--- src/rtl/pbm_pkg.sv ---
package pbm_pkg;

    typedef enum logic [1:0] {
        MODE_ORTHO = 2'b00,
        MODE_3IN   = 2'b01,
        MODE_2IN   = 2'b10,
        MODE_UNUSED = 2'b11
    } pbm_mode_e;

    typedef struct packed {
        logic take;    // sample accepted this cycle
        logic active;  // a three-phase mode is selected
    } pbm_ctrl_t;

    function automatic logic pbm_is_three_phase(input logic [1:0] m);
        return (m == MODE_3IN) || (m == MODE_2IN);
    endfunction

    function automatic int pbm_max(input int x, input int y);
        return (x > y) ? x : y;
    endfunction

endpackage

--- src/rtl/pbm_phase_sum.sv ---
module pbm_phase_sum
    import pbm_pkg::*;
#(
    parameter int SAMPLE_W = 16,
    parameter int SUM_W    = SAMPLE_W + 2
) (
    input  logic signed [SAMPLE_W-1:0] ph_a,
    input  logic signed [SAMPLE_W-1:0] ph_b,
    input  logic signed [SAMPLE_W-1:0] ph_c,
    input  logic        [1:0]          mode,
    output logic signed [SUM_W-1:0]    sum,
    output logic                       active
);
    logic signed [SUM_W-1:0] a_ext, b_ext, c_ext, c_eff, ab;

    always_comb begin
        a_ext = SUM_W'(ph_a);
        b_ext = SUM_W'(ph_b);
        c_ext = SUM_W'(ph_c);
        ab    = a_ext + b_ext;
        // Two-input three-phase: third phase rebuilt from the other two
        c_eff = (mode == MODE_2IN) ? -ab : c_ext;
        sum    = ab + c_eff;
        active = pbm_is_three_phase(mode);
    end
endmodule

--- src/rtl/pbm_ema_filter.sv ---
module pbm_ema_filter #(
    parameter int SUM_W   = 18,
    parameter int SHIFT_W = 4,
    parameter int FRAC_W  = 15,
    parameter int ACC_W   = SUM_W + FRAC_W
) (
    input  logic                     clk,
    input  logic                     rst,
    input  logic                     clear,
    input  logic                     take,
    input  logic signed [SUM_W-1:0]  x,
    input  logic        [SHIFT_W-1:0] k,
    output logic signed [ACC_W-1:0]  y_next
);
    localparam int DIFF_W = ACC_W + 1;

    logic signed [ACC_W-1:0]  y_q;
    logic signed [ACC_W-1:0]  x_fix;
    logic signed [DIFF_W-1:0] diff;
    logic signed [DIFF_W-1:0] step;
    logic signed [DIFF_W-1:0] sum_w;

    always_comb begin
        x_fix  = {x, {FRAC_W{1'b0}}};
        diff   = DIFF_W'(x_fix) - DIFF_W'(y_q);
        step   = diff >>> k;
        sum_w  = DIFF_W'(y_q) + step;
        // y_next lies between y_q and x_fix, so it fits in ACC_W bits
        y_next = sum_w[ACC_W-1:0];
    end

    always_ff @(posedge clk) begin
        if (rst || clear) begin
            y_q <= '0;
        end else if (take) begin
            y_q <= y_next;
        end
    end
endmodule

--- src/rtl/pbm_threshold_cmp.sv ---
module pbm_threshold_cmp #(
    parameter int ACC_W  = 33,
    parameter int THR_W  = 16,
    parameter int FRAC_W = 15,
    parameter int CMP_W  = 35
) (
    input  logic signed [ACC_W-1:0] y,
    input  logic        [THR_W-1:0] thresh,
    output logic                    over
);
    logic signed [CMP_W-1:0] y_ext;
    logic        [CMP_W-1:0] mag;
    logic        [CMP_W-1:0] limit;
    logic        [THR_W+1:0] thr3;

    always_comb begin
        y_ext = CMP_W'(y);
        mag   = (y_ext < 0) ? CMP_W'(-y_ext) : CMP_W'(y_ext);
        thr3  = (THR_W+2)'(thresh) * (THR_W+2)'(3);
        limit = CMP_W'(thr3) << FRAC_W;
        over  = mag > limit;
    end
endmodule

--- src/rtl/phase_balance_monitor.sv ---
module phase_balance_monitor
    import pbm_pkg::*;
#(
    parameter int SAMPLE_W = 16,
    parameter int THR_W    = 16,
    parameter int SHIFT_W  = 4
) (
    input  logic                       clk,
    input  logic                       rst,
    input  logic                       smp_valid_i,
    input  logic signed [SAMPLE_W-1:0] ph_a_i,
    input  logic signed [SAMPLE_W-1:0] ph_b_i,
    input  logic signed [SAMPLE_W-1:0] ph_c_i,
    input  logic        [1:0]          mode_i,
    input  logic        [THR_W-1:0]    thresh_i,
    input  logic        [SHIFT_W-1:0]  shift_i,
    output logic                       imbalance_o
);
    localparam int SUM_W  = SAMPLE_W + 2;
    localparam int FRAC_W = (2 ** SHIFT_W) - 1;
    localparam int ACC_W  = SUM_W + FRAC_W;
    localparam int CMP_W  = pbm_max(ACC_W, THR_W + 2 + FRAC_W) + 1;

    logic signed [SUM_W-1:0] sum;
    logic signed [ACC_W-1:0] y_next;
    logic                    over;
    logic                    active;
    pbm_ctrl_t               ctrl;
    logic                    flag_q;

    pbm_phase_sum #(.SAMPLE_W(SAMPLE_W), .SUM_W(SUM_W)) u_sum (
        .ph_a(ph_a_i), .ph_b(ph_b_i), .ph_c(ph_c_i),
        .mode(mode_i), .sum(sum), .active(active)
    );

    always_comb begin
        ctrl.active = active;
        ctrl.take   = smp_valid_i & active;
    end

    pbm_ema_filter #(
        .SUM_W(SUM_W), .SHIFT_W(SHIFT_W), .FRAC_W(FRAC_W), .ACC_W(ACC_W)
    ) u_filt (
        .clk(clk), .rst(rst), .clear(!ctrl.active), .take(ctrl.take),
        .x(sum), .k(shift_i), .y_next(y_next)
    );

    pbm_threshold_cmp #(
        .ACC_W(ACC_W), .THR_W(THR_W), .FRAC_W(FRAC_W), .CMP_W(CMP_W)
    ) u_cmp (
        .y(y_next), .thresh(thresh_i), .over(over)
    );

    always_ff @(posedge clk) begin
        if (rst || !ctrl.active) begin
            flag_q <= 1'b0;
        end else if (ctrl.take) begin
            flag_q <= over;
        end
    end

    assign imbalance_o = flag_q;
endmodule

--- config.mk ---
export PLATFORM = sky130hd
export DESIGN_NAME = phase_balance_monitor
export DESIGN_NICKNAME = d
export VERILOG_FILES = /design/src/rtl/pbm_pkg.sv /design/src/rtl/pbm_phase_sum.sv /design/src/rtl/pbm_ema_filter.sv /design/src/rtl/pbm_threshold_cmp.sv /design/src/rtl/phase_balance_monitor.sv
export SDC_FILE = /design/constraint.sdc
export NUM_CORES = 1
export LEC_CHECK = 0
export ABC_AREA = 1
export CAP_MARGIN = 15
export CELL_PAD_IN_SITES_DETAIL_PLACEMENT = 1
export CELL_PAD_IN_SITES_GLOBAL_PLACEMENT = 1
export CORE_ASPECT_RATIO = 1.1
export CORE_UTILIZATION = 39
export DETAILED_ROUTE_END_ITERATION = 10
export HOLD_SLACK_MARGIN = 0.12
export PLACE_DENSITY = 0.83
export SYNTH_ARGS = -nofsm -noshare
export SYNTH_HDL_FRONTEND = slang
export SYNTH_SLANG_ARGS = --single-unit
--- constraint.sdc ---
create_clock -name clk -period 9.7 [get_ports clk]
set_input_delay 1.455 -clock clk [delete_from_list [all_inputs] [get_ports clk]]
set_output_delay 1.455 -clock clk [all_outputs]
set_load 0.005 [all_outputs]
==> flow_metrics.py, run 1 <==
metrics = {
    "outcome": {
        "status": "aborted with a tool error",
        "stop_stage": "global routing (5_1_grt)",
        "error_line": "[ERROR GRT-0232] Routing congestion too high. Check the congestion heatmap in the GUI.",
    },
    "placement": {
        "place_hpwl_mm": 36.91,
        "place_ws_ns": -2.488,
        "portBuffers": 73,
        "place.gp.congestion": 0.9598,
        "place_area_um2": 12930,
    },
    "floorplan": {
        "io_pins": 74,
        "die_w_um": 150.5,
        "initial_core_util": 0.3990,
        "fp.dieH_um": 165.3,
        "rows": 59,
    },
    "sta": {
        "worstEpCategory": "sequential cell input",
        "worstEndpointGrtRepair": "imbalance_o$_SDFFE_PP0P_/D",
    },
    "clocking": {
        "cts_buffer_depth": 2,
        "clock_sinks": 34,
        "root_buffer": "clkbuf_16",
        "cts_hold_buf": 0,
        "h-tree-depth": 2,
        "cts_made_buffers": 5,
    },
    "synthesis": {
        "synth_top_area_frac": 0.1628,
        "async_flop_share": 0,
        "synthTopCellsByArea": "ha_1, nand2_1, inv_1, xor2_1, a21oi_1",
        "yosysWarnings": 0,
        "postSynthCellCount": 1585,
        "synth_seq_area_share": 0.07200,
        "synth_top_area_cell": "ha_1",
        "synth_seq_cells": 34,
        "syn_nets": 1785,
        "synth_edf_count": 0,
        "synth_cell_types": 56,
        "synthFlopType": "dfxtp_1",
        "syn_area_um2": 9454,
        "avgSynthCellArea_um2": 5.965,
    },
    "grt": {
        "grt_max_degree": 36,
        "overflow": 150,
        "grt_usage": 0.7912,
    },
}
per-stage QoR:
stage                     cells    util
after global placement     2260  0.5458
after CTS                  2294  0.5860
after detailed placement   2260  0.5458
after floorplan            1585       -
cell families after synthesis:
logic type,count (synthesis),share of synthesized area
AO/OA/AOI/OAI,372,0.2246
XOR/XNOR,127,0.1208
adder cells (fa/ha/maj),127,0.1713
buffers and inverters,267,0.1085
flip-flops,34,0.07200
multiplexers,15,0.01588
AND/OR/NAND/NOR,643,0.2869
repair_timing:
item / CTS
setup buffers: 26
resized for setup: 162
pin swaps: 82
endpoints found under the setup margin: 11
endpoints found under the hold margin: 0
metal layers:
layer | GRT usage | overflow
met5 | 0.3583 | 0
met4 | 0.8494 | 74
met3 | 0.6357 | 3
met2 | 0.9541 | 73
met1 | 0.7693 | 0
Yosys cell counts (6+ instances only):
cell      instances
nor2_2            8
dfxtp_1          34
nand3_1          89
nor3_1           17
o211ai_1         11
buf_1             8
o21bai_1         22
inv_1           224
o21ai_2           7
o21ai_0         139
nand2_2           7
nor2_1          111
xnor2_1          28
a31oi_1          10
xor2_1           95
o21ai_1           6
nand2_1         379
ha_1            123
nand4_1          11
a211oi_1          6
mux2i_1          15
a21oi_1         147
clkbuf_1         25
==> run 2: changes to the inputs <==
CELL_PAD_IN_SITES_DETAIL_PLACEMENT = not set   (was 1)
CELL_PAD_IN_SITES_GLOBAL_PLACEMENT = not set   (was 1)
CORE_ASPECT_RATIO = not set   (was 1.1)
CORE_UTILIZATION = 40   (was 39)
HOLD_SLACK_MARGIN = not set   (was 0.12)
PLACE_DENSITY = not set   (was 0.83)
PLACE_DENSITY_LB_ADDON = 0.15   (was not set)
clock period = 12.6 ns   (was 9.7 ns; I/O delays follow)
==> flow_metrics.py, run 2 <==
metrics = {
    "sta": {
        "worst_slack_ns": 0.9950,
        "slew_headroom": 0.2845,
        "tightest_slew_ns": 1.069,
        "rsz0062_at_grt": "false",
        "finalCriticalPeriod_ns": 11.60,
        "finalHoldViolations": 0,
        "fmax_ghz": 0.08617,
        "finalCritPeriodShare": 0.9210,
        "maxSlewViolCount": 0,
        "setup_viol_count_final": 0,
        "tns_ns": 0,
        "finClkSkew_ns": 0.002865,
    },
    "synthesis": {
        "syn_area_um2": 9454,
        "synthFlopType": "dfxtp_1",
        "yosysWarnings": 0,
        "synth_edf_count": 0,
        "synth_cell_types": 56,
        "yosys.cell_count.top_type": "nand2_1",
        "synth_seq_area_share": 0.07200,
        "synth_top_area_cell": "ha_1",
        "synth_seq_cells": 34,
        "async_flop_share": 0,
        "postSynthCellCount": 1585,
        "synth_top_area_frac": 0.1628,
        "avgSynthCellArea_um2": 5.965,
        "synthTopCellsByArea": "ha_1, nand2_1, inv_1, xor2_1, a21oi_1",
        "synthTopCellsByCount": "nand2_1, inv_1, a21oi_1",
        "syn_nets": 1785,
    },
    "floorplan": {
        "rows": 55,
        "core_um2": 22920,
        "initial_core_util": 0.4126,
        "die_w_um": 155.7,
        "io_pins": 74,
        "fp.dieH_um": 155.7,
        "design.die.area_um2": 24250,
    },
    "worst_setup_path": {
        "cp_max_fo": 5,
        "worstSetupPathType": "input pin to flip-flop",
        "critPathBufInv": 9,
        "crit_path_max_incr_delay_ns": 0.46,
        "path_common_cell": "nand2_1",
        "worstSetupEndpointType": "flip-flop",
        "crit_arrival_ns": 11.74,
        "start_kind": "input pin",
        "critical-path-top-delay-family": "simple AND/OR/NAND/NOR gates",
        "required_ns": 12.73,
        "slowest_stage": "clkdlybuf4s50_1",
    },
    "drt": {
        "drc": 0,
        "drtAntennaViolNets": 0,
        "wl_per_cell_um": 13.87,
        "vias": 10066,
        "drt_wl_total_mm": 27.13,
        "first_pass_iters": 6,
        "drt_iter0_markers": 635,
        "vias_per_cell": 5.146,
    },
    "power": {
        "ir_drop_v": 0.0001205,
        "power_density_nw_per_um2": 272.1,
        "power_leakage_nw": 5.501,
    },
    "final_layout": {
        "nets": 1842,
        "largest_register_ffs": 33,
        "registers.top_by_ff_count": "u_filt.y_q",
        "syn_to_final_growth_pct": 14.32,
        "insertedDiodeCount": 0,
        "final_common_cell": "nand2_1",
        "stdcell_area_um2": 10810,
        "final_cell_mix": "nand2_1, inv_1, a21oi_1, o21ai_0, ha_1",
        "drive_gt1_frac": 0.05478,
        "fin_util": 0.4716,
    },
    "min_path": {
        "hold_class": "flip-flop to flip-flop",
    },
    "placement": {
        "place.gp.congestion": 0.9405,
        "place_hpwl_mm": 22.87,
        "portBuffers": 73,
        "place_area_um2": 10500,
        "place_ws_ns": 0.3605,
    },
    "clocking": {
        "root_buffer": "clkbuf_16",
        "cts_buffer_depth": 2,
        "cts_made_buffers": 5,
        "insertion_delay_ns": 0.29,
        "h-tree-depth": 2,
        "cts_tree": "done",
        "clock_sinks": 34,
        "cts.clk_slew.worst_paths_ns": 0.06,
    },
    "grt": {
        "grt_pass1_vias": 9221,
        "grt_max_degree": 40,
        "overflow": 0,
        "grt_antenna_before_repair": 0,
        "grt_pass1_wl_mm": 44.59,
        "grt_usage": 0.2239,
    },
    "run": {
        "drv_cap": 0,
    },
    "outcome": {
        "status": "finished, final reports clean",
    },
}
-- run 2: cell type report --
class | instances | area (um2)
Timing Repair Buffer | 89 | 870.8
Sequential cell | 34 | 680.7
Clock buffer | 5 | 125.1
Fill cell | 2483 | 12110
Clock inverter | 3 | 45.04
Tap cell | 313 | 391.6
Multi-Input combinational cell | 1285 | 7843
Inverter | 227 | 852.1
-- run 2: timing repair --
item / in CTS / in global routing
resized for setup: 0 / 19
buffers inserted: 0 / 2
setup endpoints to repair: 0 / 1
hold buffers: 0 / 0
-- run 2: metal layers --
| layer | GRT usage | vias to the layer above | routed length (um) | share of wire |
|---|---|---|---|---|
| li1 | - | 5355 | - | - |
| met1 | 0.3104 | 4478 | 13560 | 0.50 |
| met2 | 0.3844 | 214 | 12220 | 0.45 |
| met3 | 0.02083 | 19 | 1139 | 0.042 |
| met4 | 0.02428 | 0 | 214 | 0.0079 |
| met5 | 0 | - | 0 | 0 |
-- run 2: cell families after synthesis --
| family | Yosys count | synth area share |
|---|---|---|
| adder cells (fa/ha/maj) | 127 | 0.1713 |
| AND/OR/NAND/NOR | 643 | 0.2869 |
| flip-flops | 34 | 0.07200 |
| XOR/XNOR | 127 | 0.1208 |
| AO/OA/AOI/OAI | 372 | 0.2246 |
| multiplexers | 15 | 0.01588 |
| buffers and inverters | 267 | 0.1085 |
-- run 2: through the flow --
stage / power [mW] / std cells / hold slack, ns
after CTS: 2.849 / 1952 / 0.5344
after detailed placement: 2.684 / 1944 / 0.5234
after global placement: 2.682 / 1944 / 0.5328
after floorplan: 2.120 / 1585 / 0.4618
after global routing: 3.309 / 1956 / 0.5949
final: 2.941 / 1956 / 0.5501
-- run 2: worst paths after layout --
check	start	end	slack, ns	cells after the start
worst min register to register	imbalance_o	imbalance_o	0.55	2
worst max register to register	u_filt.y_q[1]	imbalance_o	5.11	49
worst min-delay path	imbalance_o	imbalance_o	0.55	2
worst max-delay path	ph_a_i[0]	imbalance_o	1.0	68
-- run 2: power breakdown --
part | internal, mW | switching, mW
Clock | 0.0934 | 0.0542
Sequential | 0.119 | 0.0112
Combinational | 0.962 | 1.70
Total | 1.18 | 1.77
-- run 2: worst min-delay path: stages (launching register included) --
cell	delay (ns)
dfxtp_1	0.36
nand2_1	0.08
a21oi_1	0.06
Power figures use the tool's default switching activity.
